[src/rtl/ctr_route_pkg.sv]
package ctr_route_pkg;

    localparam int CH_PER_GRP = 3;
    localparam int SEL_W      = 3;
    localparam int NUM_REF    = 5;

    typedef logic [SEL_W-1:0] sel_t;

    typedef struct packed {
        sel_t clk_sel;
        sel_t gate_sel;
    } chan_cfg_t;

    localparam sel_t CLK_PIN    = 3'd0;
    localparam sel_t CLK_CHAIN  = 3'd6;
    localparam sel_t CLK_GRPEXT = 3'd7;

    localparam sel_t GATE_LOW   = 3'd0;
    localparam sel_t GATE_HIGH  = 3'd1;
    localparam sel_t GATE_PIN   = 3'd2;
    localparam sel_t GATE_INV   = 3'd3;

    // flat index of the channel feeding the chained clock of channel idx
    function automatic int chain_src(input int idx, input int nch);
        return (idx + nch - 1) % nch;
    endfunction

    // flat index of the channel whose inverted output gates channel idx
    function automatic int inv_src(input int idx, input int ngrp);
        int pos;
        int grp;
        int prv;
        pos = idx % CH_PER_GRP;
        grp = idx / CH_PER_GRP;
        prv = (grp + ngrp - 1) % ngrp;
        if (pos == CH_PER_GRP - 1) return grp * CH_PER_GRP;
        return prv * CH_PER_GRP + pos + 1;
    endfunction

endpackage

[src/rtl/ctr_route_cfg.sv]
module ctr_route_cfg
    import ctr_route_pkg::*;
#(
    parameter int NCH    = 6,
    parameter int ADDR_W = 3
) (
    input  logic                  clk,
    input  logic                  rst_n,
    input  logic                  wr_en,
    input  logic [ADDR_W-1:0]     wr_addr,
    input  chan_cfg_t             wr_cfg,
    input  logic [ADDR_W-1:0]     rd_addr,
    output chan_cfg_t             rd_cfg,
    output chan_cfg_t [NCH-1:0]   cfg_all
);

    localparam logic [ADDR_W-1:0] LAST_A = ADDR_W'(NCH - 1);
    localparam chan_cfg_t RST_CFG = '{clk_sel: CLK_PIN, gate_sel: GATE_PIN};

    chan_cfg_t [NCH-1:0] cfg_q;

    for (genvar i = 0; i < NCH; i++) begin : g_reg
        always_ff @(posedge clk or negedge rst_n) begin
            if (!rst_n) begin
                cfg_q[i] <= RST_CFG;
            end else if (wr_en && wr_addr == ADDR_W'(i)) begin
                cfg_q[i] <= wr_cfg;
            end
        end
    end

    always_comb begin
        rd_cfg = '0;
        if (rd_addr <= LAST_A) begin
            rd_cfg = cfg_q[rd_addr];
        end
    end

    assign cfg_all = cfg_q;

endmodule

[src/rtl/ctr_route_clkmux.sv]
module ctr_route_clkmux
    import ctr_route_pkg::*;
#(
    parameter int NUM_GRP = 2,
    parameter int NCH     = NUM_GRP * CH_PER_GRP
) (
    input  chan_cfg_t [NCH-1:0]   cfg_all,
    input  logic [NCH-1:0]        pin_clk,
    input  logic [NUM_GRP-1:0]    grp_ext_clk,
    input  logic [NCH-1:0]        ch_out,
    input  logic [NUM_REF-1:0]    ref_clk,
    output logic [NCH-1:0]        mux_clk
);

    for (genvar i = 0; i < NCH; i++) begin : g_ch
        localparam int GRP = i / CH_PER_GRP;
        localparam int SRC = chain_src(i, NCH);

        always_comb begin
            unique case (cfg_all[i].clk_sel)
                CLK_PIN:    mux_clk[i] = pin_clk[i];
                CLK_CHAIN:  mux_clk[i] = ch_out[SRC];
                CLK_GRPEXT: mux_clk[i] = grp_ext_clk[GRP];
                3'd1:       mux_clk[i] = ref_clk[0];
                3'd2:       mux_clk[i] = ref_clk[1];
                3'd3:       mux_clk[i] = ref_clk[2];
                3'd4:       mux_clk[i] = ref_clk[3];
                default:    mux_clk[i] = ref_clk[4];
            endcase
        end
    end

endmodule

[src/rtl/ctr_route_gatemux.sv]
module ctr_route_gatemux
    import ctr_route_pkg::*;
#(
    parameter int NUM_GRP = 2,
    parameter int NCH     = NUM_GRP * CH_PER_GRP
) (
    input  chan_cfg_t [NCH-1:0]   cfg_all,
    input  logic [NCH-1:0]        pin_gate,
    input  logic [NCH-1:0]        ch_out,
    output logic [NCH-1:0]        mux_gate
);

    for (genvar i = 0; i < NCH; i++) begin : g_ch
        localparam int SRC = inv_src(i, NUM_GRP);

        always_comb begin
            unique case (cfg_all[i].gate_sel)
                GATE_LOW:  mux_gate[i] = 1'b0;
                GATE_HIGH: mux_gate[i] = 1'b1;
                GATE_PIN:  mux_gate[i] = pin_gate[i];
                GATE_INV:  mux_gate[i] = ~ch_out[SRC];
                default:   mux_gate[i] = 1'b0;
            endcase
        end
    end

endmodule

[src/rtl/ctr_route_matrix.sv]
module ctr_route_matrix
    import ctr_route_pkg::*;
#(
    parameter int NUM_GRP = 2,
    parameter int NCH     = NUM_GRP * CH_PER_GRP,
    parameter int ADDR_W  = $clog2(NCH + 1)
) (
    input  logic                  clk,
    input  logic                  rst_n,
    input  logic                  wr_en,
    input  logic [ADDR_W-1:0]     wr_addr,
    input  logic [SEL_W-1:0]      wr_clk_sel,
    input  logic [SEL_W-1:0]      wr_gate_sel,
    input  logic [ADDR_W-1:0]     rd_addr,
    output logic [SEL_W-1:0]      rd_clk_sel,
    output logic [SEL_W-1:0]      rd_gate_sel,
    input  logic [NCH-1:0]        pin_clk,
    input  logic [NCH-1:0]        pin_gate,
    input  logic [NUM_GRP-1:0]    grp_ext_clk,
    input  logic [NCH-1:0]        ch_out,
    input  logic [NUM_REF-1:0]    ref_clk,
    output logic [NCH-1:0]        mux_clk,
    output logic [NCH-1:0]        mux_gate
);

    chan_cfg_t             wr_cfg;
    chan_cfg_t             rd_cfg;
    chan_cfg_t [NCH-1:0]   cfg_all;

    assign wr_cfg = '{clk_sel: wr_clk_sel, gate_sel: wr_gate_sel};

    ctr_route_cfg #(
        .NCH    (NCH),
        .ADDR_W (ADDR_W)
    ) u_cfg (
        .clk     (clk),
        .rst_n   (rst_n),
        .wr_en   (wr_en),
        .wr_addr (wr_addr),
        .wr_cfg  (wr_cfg),
        .rd_addr (rd_addr),
        .rd_cfg  (rd_cfg),
        .cfg_all (cfg_all)
    );

    ctr_route_clkmux #(
        .NUM_GRP (NUM_GRP),
        .NCH     (NCH)
    ) u_clkmux (
        .cfg_all     (cfg_all),
        .pin_clk     (pin_clk),
        .grp_ext_clk (grp_ext_clk),
        .ch_out      (ch_out),
        .ref_clk     (ref_clk),
        .mux_clk     (mux_clk)
    );

    ctr_route_gatemux #(
        .NUM_GRP (NUM_GRP),
        .NCH     (NCH)
    ) u_gatemux (
        .cfg_all  (cfg_all),
        .pin_gate (pin_gate),
        .ch_out   (ch_out),
        .mux_gate (mux_gate)
    );

    assign rd_clk_sel  = rd_cfg.clk_sel;
    assign rd_gate_sel = rd_cfg.gate_sel;

endmodule

[config.mk]
export PLATFORM = sky130hd
export DESIGN_NAME = ctr_route_matrix
export DESIGN_NICKNAME = d
export VERILOG_FILES = /design/src/rtl/ctr_route_pkg.sv /design/src/rtl/ctr_route_cfg.sv /design/src/rtl/ctr_route_clkmux.sv /design/src/rtl/ctr_route_gatemux.sv /design/src/rtl/ctr_route_matrix.sv
export SDC_FILE = /design/constraint.sdc
export NUM_CORES = 1
export LEC_CHECK = 0
export BUFFER_PORTS_ARGS = -buffer_cell sky130_fd_sc_hd__buf_2
export CELL_PAD_IN_SITES_DETAIL_PLACEMENT = 1
export CELL_PAD_IN_SITES_GLOBAL_PLACEMENT = 1
export CORE_ASPECT_RATIO = 0.7
export CORE_UTILIZATION = 42
export DETAILED_ROUTE_END_ITERATION = 12
export PLACE_DENSITY_LB_ADDON = 0.1
export SYNTH_ARGS = -nofsm -noshare
export SYNTH_HDL_FRONTEND = slang
export SYNTH_SLANG_ARGS = --single-unit
[constraint.sdc]
create_clock -name clk -period 1.6 [get_ports clk]
set_input_delay 0.08 -clock clk [delete_from_list [all_inputs] [get_ports clk]]
set_output_delay 0.08 -clock clk [all_outputs]
set_load 0.005 [all_outputs]
# --- Word level (Yosys, flattened, before mapping) ---
# Index checks and enable logic that the tools add are counted.
word_totals:
  word_cells: 107
  input_bits: 40
  reg_bits: 36
  output_inout_bits: 18
classes:
  mux: 15
  n_bitwise: 6
  reduce_logical: 13
  order_cmp: 2
  eq_ne: 59
op_table:
  columns: ["operator", "count"]
  rows:
  - ["3-bit by 2-bit == test with 1-bit output (second input constant)", 26]
  - ["3-bit == test (second input constant)", 20]
  - ["1-bit case mux with 7 select lines", 6]
  - ["3-bit by 1-bit == test with 1-bit output (second input constant)", 13]
  - ["3-bit zero test", 7]
  - ["6-bit binary-select mux with 3-bit select", 1]
  - ["1-bit case mux with 3 select lines", 6]
  - ["6-bit 2-to-1 mux", 2]
  - ["1-bit logical AND", 6]
  - ["1-bit inverter", 6]
  - ["3-bit by 4-bit less-than comparator with 1-bit output (second input constant)", 1]
  - ["3-bit less-or-equal comparator (second input constant)", 1]

# --- Logic depth before layout (Yosys ltp) ---
depth:
  ltp_word: 3
  depth_mapped: 4
  mapped_depth_nobuf: 3

# --- Hierarchy ---
# A second synthesis with hierarchy kept.
hier_totals:
  cells_unflattened: 154
  hier_area_um2: 2299.7
by_module_without_submodules:
  columns: ["module", "instances", "cells_per_inst", "seq_area_each_um2", "area_per_inst_um2"]
  rows:
  - ["ctr_route_cfg", 1, 118, 908.4, 1766.7]
  - ["ctr_route_clkmux", 1, 18, 0.0, 382.9]
  - ["ctr_route_gatemux", 1, 18, 0.0, 150.1]

# --- Worst setup path before layout ---
# OpenSTA, ideal clock, no wires.
synth_path:
  path_type: "reg-to-output"
  startpoint: "register u_cfg.cfg_q (netlist bit u_cfg.cfg_all[11])"
  endpoint: "output port mux_clk[1]"
  slack_ns: 0.379
  arrival_ns: 1.141
  stages_incl_launch_ff: 3
  required_time_ns: 1.520
  path_buffers: 0
  path_cell_list: "dfrtp_1 -> mux4_2 -> mux2_2"
synth_between:
  elab_chain_cells: 2
  elab_cells_between_ends: 8
  classes_between: "eq/ne (6); mux (1); reduce/logical (1)"
synth_rtl:
  columns: ["item", "line", "source"]
  rows:
  - ["start, declared", "ctr_route_cfg.sv:20", "chan_cfg_t [NCH-1:0] cfg_q;"]
  - ["start signal, assigned by index", "ctr_route_cfg.sv:27", "cfg_q[i] <= wr_cfg;"]
  - ["3-bit == test (tied with other cells)", "ctr_route_clkmux.sv:20", "unique case (cfg_all[i].clk_sel)"]
  - ["1-bit case mux with 7 select lines *", "ctr_route_clkmux.sv:20", null]
  - ["end, declared", "ctr_route_matrix.sv:22", "output logic [NCH-1:0] mux_clk,"]
# Every way passes the cells marked *; elsewhere a longest branch is shown, timed or not.

# --- Worst setup path after layout ---
layout_path:
  startpoint: "register u_cfg.cfg_q (netlist bit u_cfg.cfg_all[5])"
  endpoint: "output port mux_clk[0]"
# The elaborated chain is that of the path after synthesis.

==> run_results.csv <==
group,metric,value,unit
final_layout,drive_gt1_share,63.6,%
sta,final.setup.worst_slack,-0.0972,ns
yosys,avgSynthCellArea,14.2,um^2
floorplan,ioPinCount,58,
worst_hold_path,worstHoldEndpoint,"u_cfg.cfg_all[16]",
grt,grt_overflow,0,
worst_setup_path,crit_fanout,2,
power_and_ir_drop,power_leakage,1.27,nW
power_and_ir_drop,vdd_ir_drop_max,0.724,mV
worst_setup_path,worst-setup-path-type,"register to output pin",
run_status,violations,"setup timing",
floorplan,die-area,5490,um^2
worst_hold_path,holdPathStages,2,
grt,grt_pass1_wl,10800,um
yosys,syn_area,2180,um^2
power_and_ir_drop,p_total,3.27,mW
yosys,ys_types,23,
yosys,yosysMostFrequentCell,"mux2_2",
sta,finClkSkew,0,ns
final_layout,syn2layout_area_growth,28.8,%
worst_setup_path,reg2reg_to,"u_cfg.cfg_all[33]",
worst_setup_path,cp-end-kind,"output pin",
yosys,ys.flop_type,"dfrtp_1",
worst_setup_path,cp_top_family,"multiplexers",
worst_setup_path,reg2reg_from,"u_cfg.cfg_all[33]",
clock_tree,htreeDepth,2,
floorplan,row_count,21,
final_layout,largest_register_ffs,36,
floorplan,initial_utilization,44.6,%
drt,via_per_inst,5.77,
sta,setup_tns,-0.336,ns
floorplan,core,4890,um^2
clock_tree,clock_sinks,36,
worst_setup_path,worstPathArrival,1.62,ns
drt,drt_iter0_markers,100,
clock_tree,worstSkewPairLatency,0.28,ns
yosys,postSynthCellCount,154,
sta,max_freq,589,MHz
sta,hold_violations,0,
worst_setup_path,cp_slowest_cell,"mux4_2",
place,place_hpwl,4910,um
grt,grtUsageTotal,26.7,%
drt,finalWirelength,6640,um
yosys,async_reset_ff_share,100,%
place,place_congestion,0.810,
sta,worstMarginPinSlew,0.537,ns
place,port_buffers,57,
worst_setup_path,cp_cell_sequence,"mux4_2 > mux2_4 > buf_6",
grt,grt_pass1_vias,1912,
grt,grt_max_degree,37,
yosys,synth_top_area_share,34.4,%
power_and_ir_drop,powerDensity,1160,nW/um^2
yosys,synth.largest_area_cell,"dfrtp_1",
worst_setup_path,cpPeakStageDelay,0.53,ns
drt,postRouteAntennaNets,0,
grt,grt_antenna_before_repair,0,
drt,drtPass1Iterations,4,
run,max-cap-violations,0,
yosys,synth_warnings,0,
worst_hold_path,hold_path_class,"primary input to register",
drt,vias,1731,
floorplan,die_h,62.3,um
drt,wl_per_cell,22.1,um
final_layout,num_antenna_cells,0,
clock_tree,root_buffer,"clkbuf_8",
sta,setup-violations-final,6,
final_layout,nets,270,
sta,slew-limit-headroom,64.1,%
run_status,outcome,"complete, but fails checks",
yosys,synth_fp_nets,194,
clock_tree,ctsLongestPathBuffers,2,
sta,fin_crit,1.70,ns
yosys,ys_seq_area_share,41.6,%
worst_setup_path,reg2reg_setup_slack,0.65,ns
clock_tree,path_clk_slew,0.07,ns
worst_hold_path,min_from,"wr_clk_sel[1]",
yosys,ys_ff_latch,36,
floorplan,die_w,88.2,um
drt,route.detailed.drc,0,
worst_setup_path,worstSetupStartpointType,"register",
clock_tree,cts_tree,"done",
sta,drv_slew,0,
sta,min_period_over_period,106,%
worst_setup_path,cp_num_buf_inv,1,
worst_setup_path,r2r_cells,2,
yosys,synth_common_cells,"mux2_2 (42), dfrtp_1 (30), mux2i_1 (18), mux4_2 (12), nand2_1 (7)",
clock_tree,numCtsBuffers,5,
sta,rsz0062_at_grt,"true",
yosys,yosys-top-cells-area,"dfrtp_1 (34%), mux2_2 (22%), mux4_2 (12%)",
yosys,synth_edf_count,0,
worst_setup_path,critPathRequiredTime,1.52,ns
## cells in the final DEF (no fill, tap or decap), types with 3 or more instances in the layout
cell	synthesis	routed
buf_2	2	51
mux2_2	42	36
dfrtp_1	30	29
mux2i_1	18	18
buf_4	2	17
mux4_2	12	12
nand2_1	7	7
clkbuf_8	0	7
mux2_4	0	6
a21oi_1	6	6
buf_6	2	6
dfstp_2	6	6
or3_1	5	5
o221ai_1	5	4
a311oi_1	3	3
nand3b_1	3	3
nand2b_1	3	3
## report_power, final
group / total, mW / internal (mW) / switching, mW / leakage, nW
clock: 0.716 / 0.393 / 0.323 / 0.0515
sequential: 1.35 / 1.14 / 0.209 / 0.422
combinational: 1.21 / 0.759 / 0.450 / 0.798
## how the worst max path moves through the flow
stage	startpoint	to	depth (start not counted)
2_1_floorplan	u_cfg.cfg_all[11]	mux_clk[1]	2
3_3_place_gp	u_cfg.cfg_all[17]	mux_clk[2]	3
3_5_place_dp	u_cfg.cfg_all[5]	mux_clk[0]	3
4_1_cts	u_cfg.cfg_all[5]	mux_clk[0]	3
5_1_grt	u_cfg.cfg_all[5]	mux_clk[0]	3
6_report	u_cfg.cfg_all[5]	mux_clk[0]	3
## final cells by class
| cell class | instances | area, um^2 |
|---|---|---|
| repair buffers | 75 | 460 |
| flip-flops and latches | 36 | 910 |
| fillers | 537 | 2080 |
| clock buffers | 8 | 100 |
| multi-input cells | 112 | 1250 |
| well taps | 69 | 86.3 |
## per-layer routing
layer,up-vias,part of all wire [%],GRT usage (%)
li1,766,-,-
met1,906,48,40.0
met2,57,48,42.0
met3,2,3.7,4.79
met4,0,0.18,2.82
met5,-,0,0
## stage by stage
step	util (%)	area (um^2)	setup slack [ns]	hold WS [ns]	cells
2_1_floorplan	-	2180	0.379	-0.216	154
6_report	57.5	2810	-0.0972	0.123	300
5_1_grt	57.5	2810	-0.133	0.136	300
3_5_place_dp	51.7	2530	0.154	0.154	277
4_1_cts	56.7	2770	-0.0902	0.123	298
3_3_place_gp	51.7	2530	0.201	0.144	277
## logic make-up (layout without fill, tap and decap cells)
group	Yosys count	in the layout	synth area share [%]
AO/OA/AOI/OAI	16	16	5.28
flip-flops	36	36	41.6
AND/OR/NAND/NOR	24	24	8.60
multiplexers	72	72	42.3
buffers and inverters	6	83	2.18
## what timing repair did
action | CTS | global route
resized for setup | 9 | 5
setup endpoints to repair | 6 | 9
hold buffers | 1 | 0
hold endpoints to repair | 30 | 0
setup buffers | 12 | 2
pin swaps | 0 | 0
Note: power is estimated with default switching activity, not from simulation.
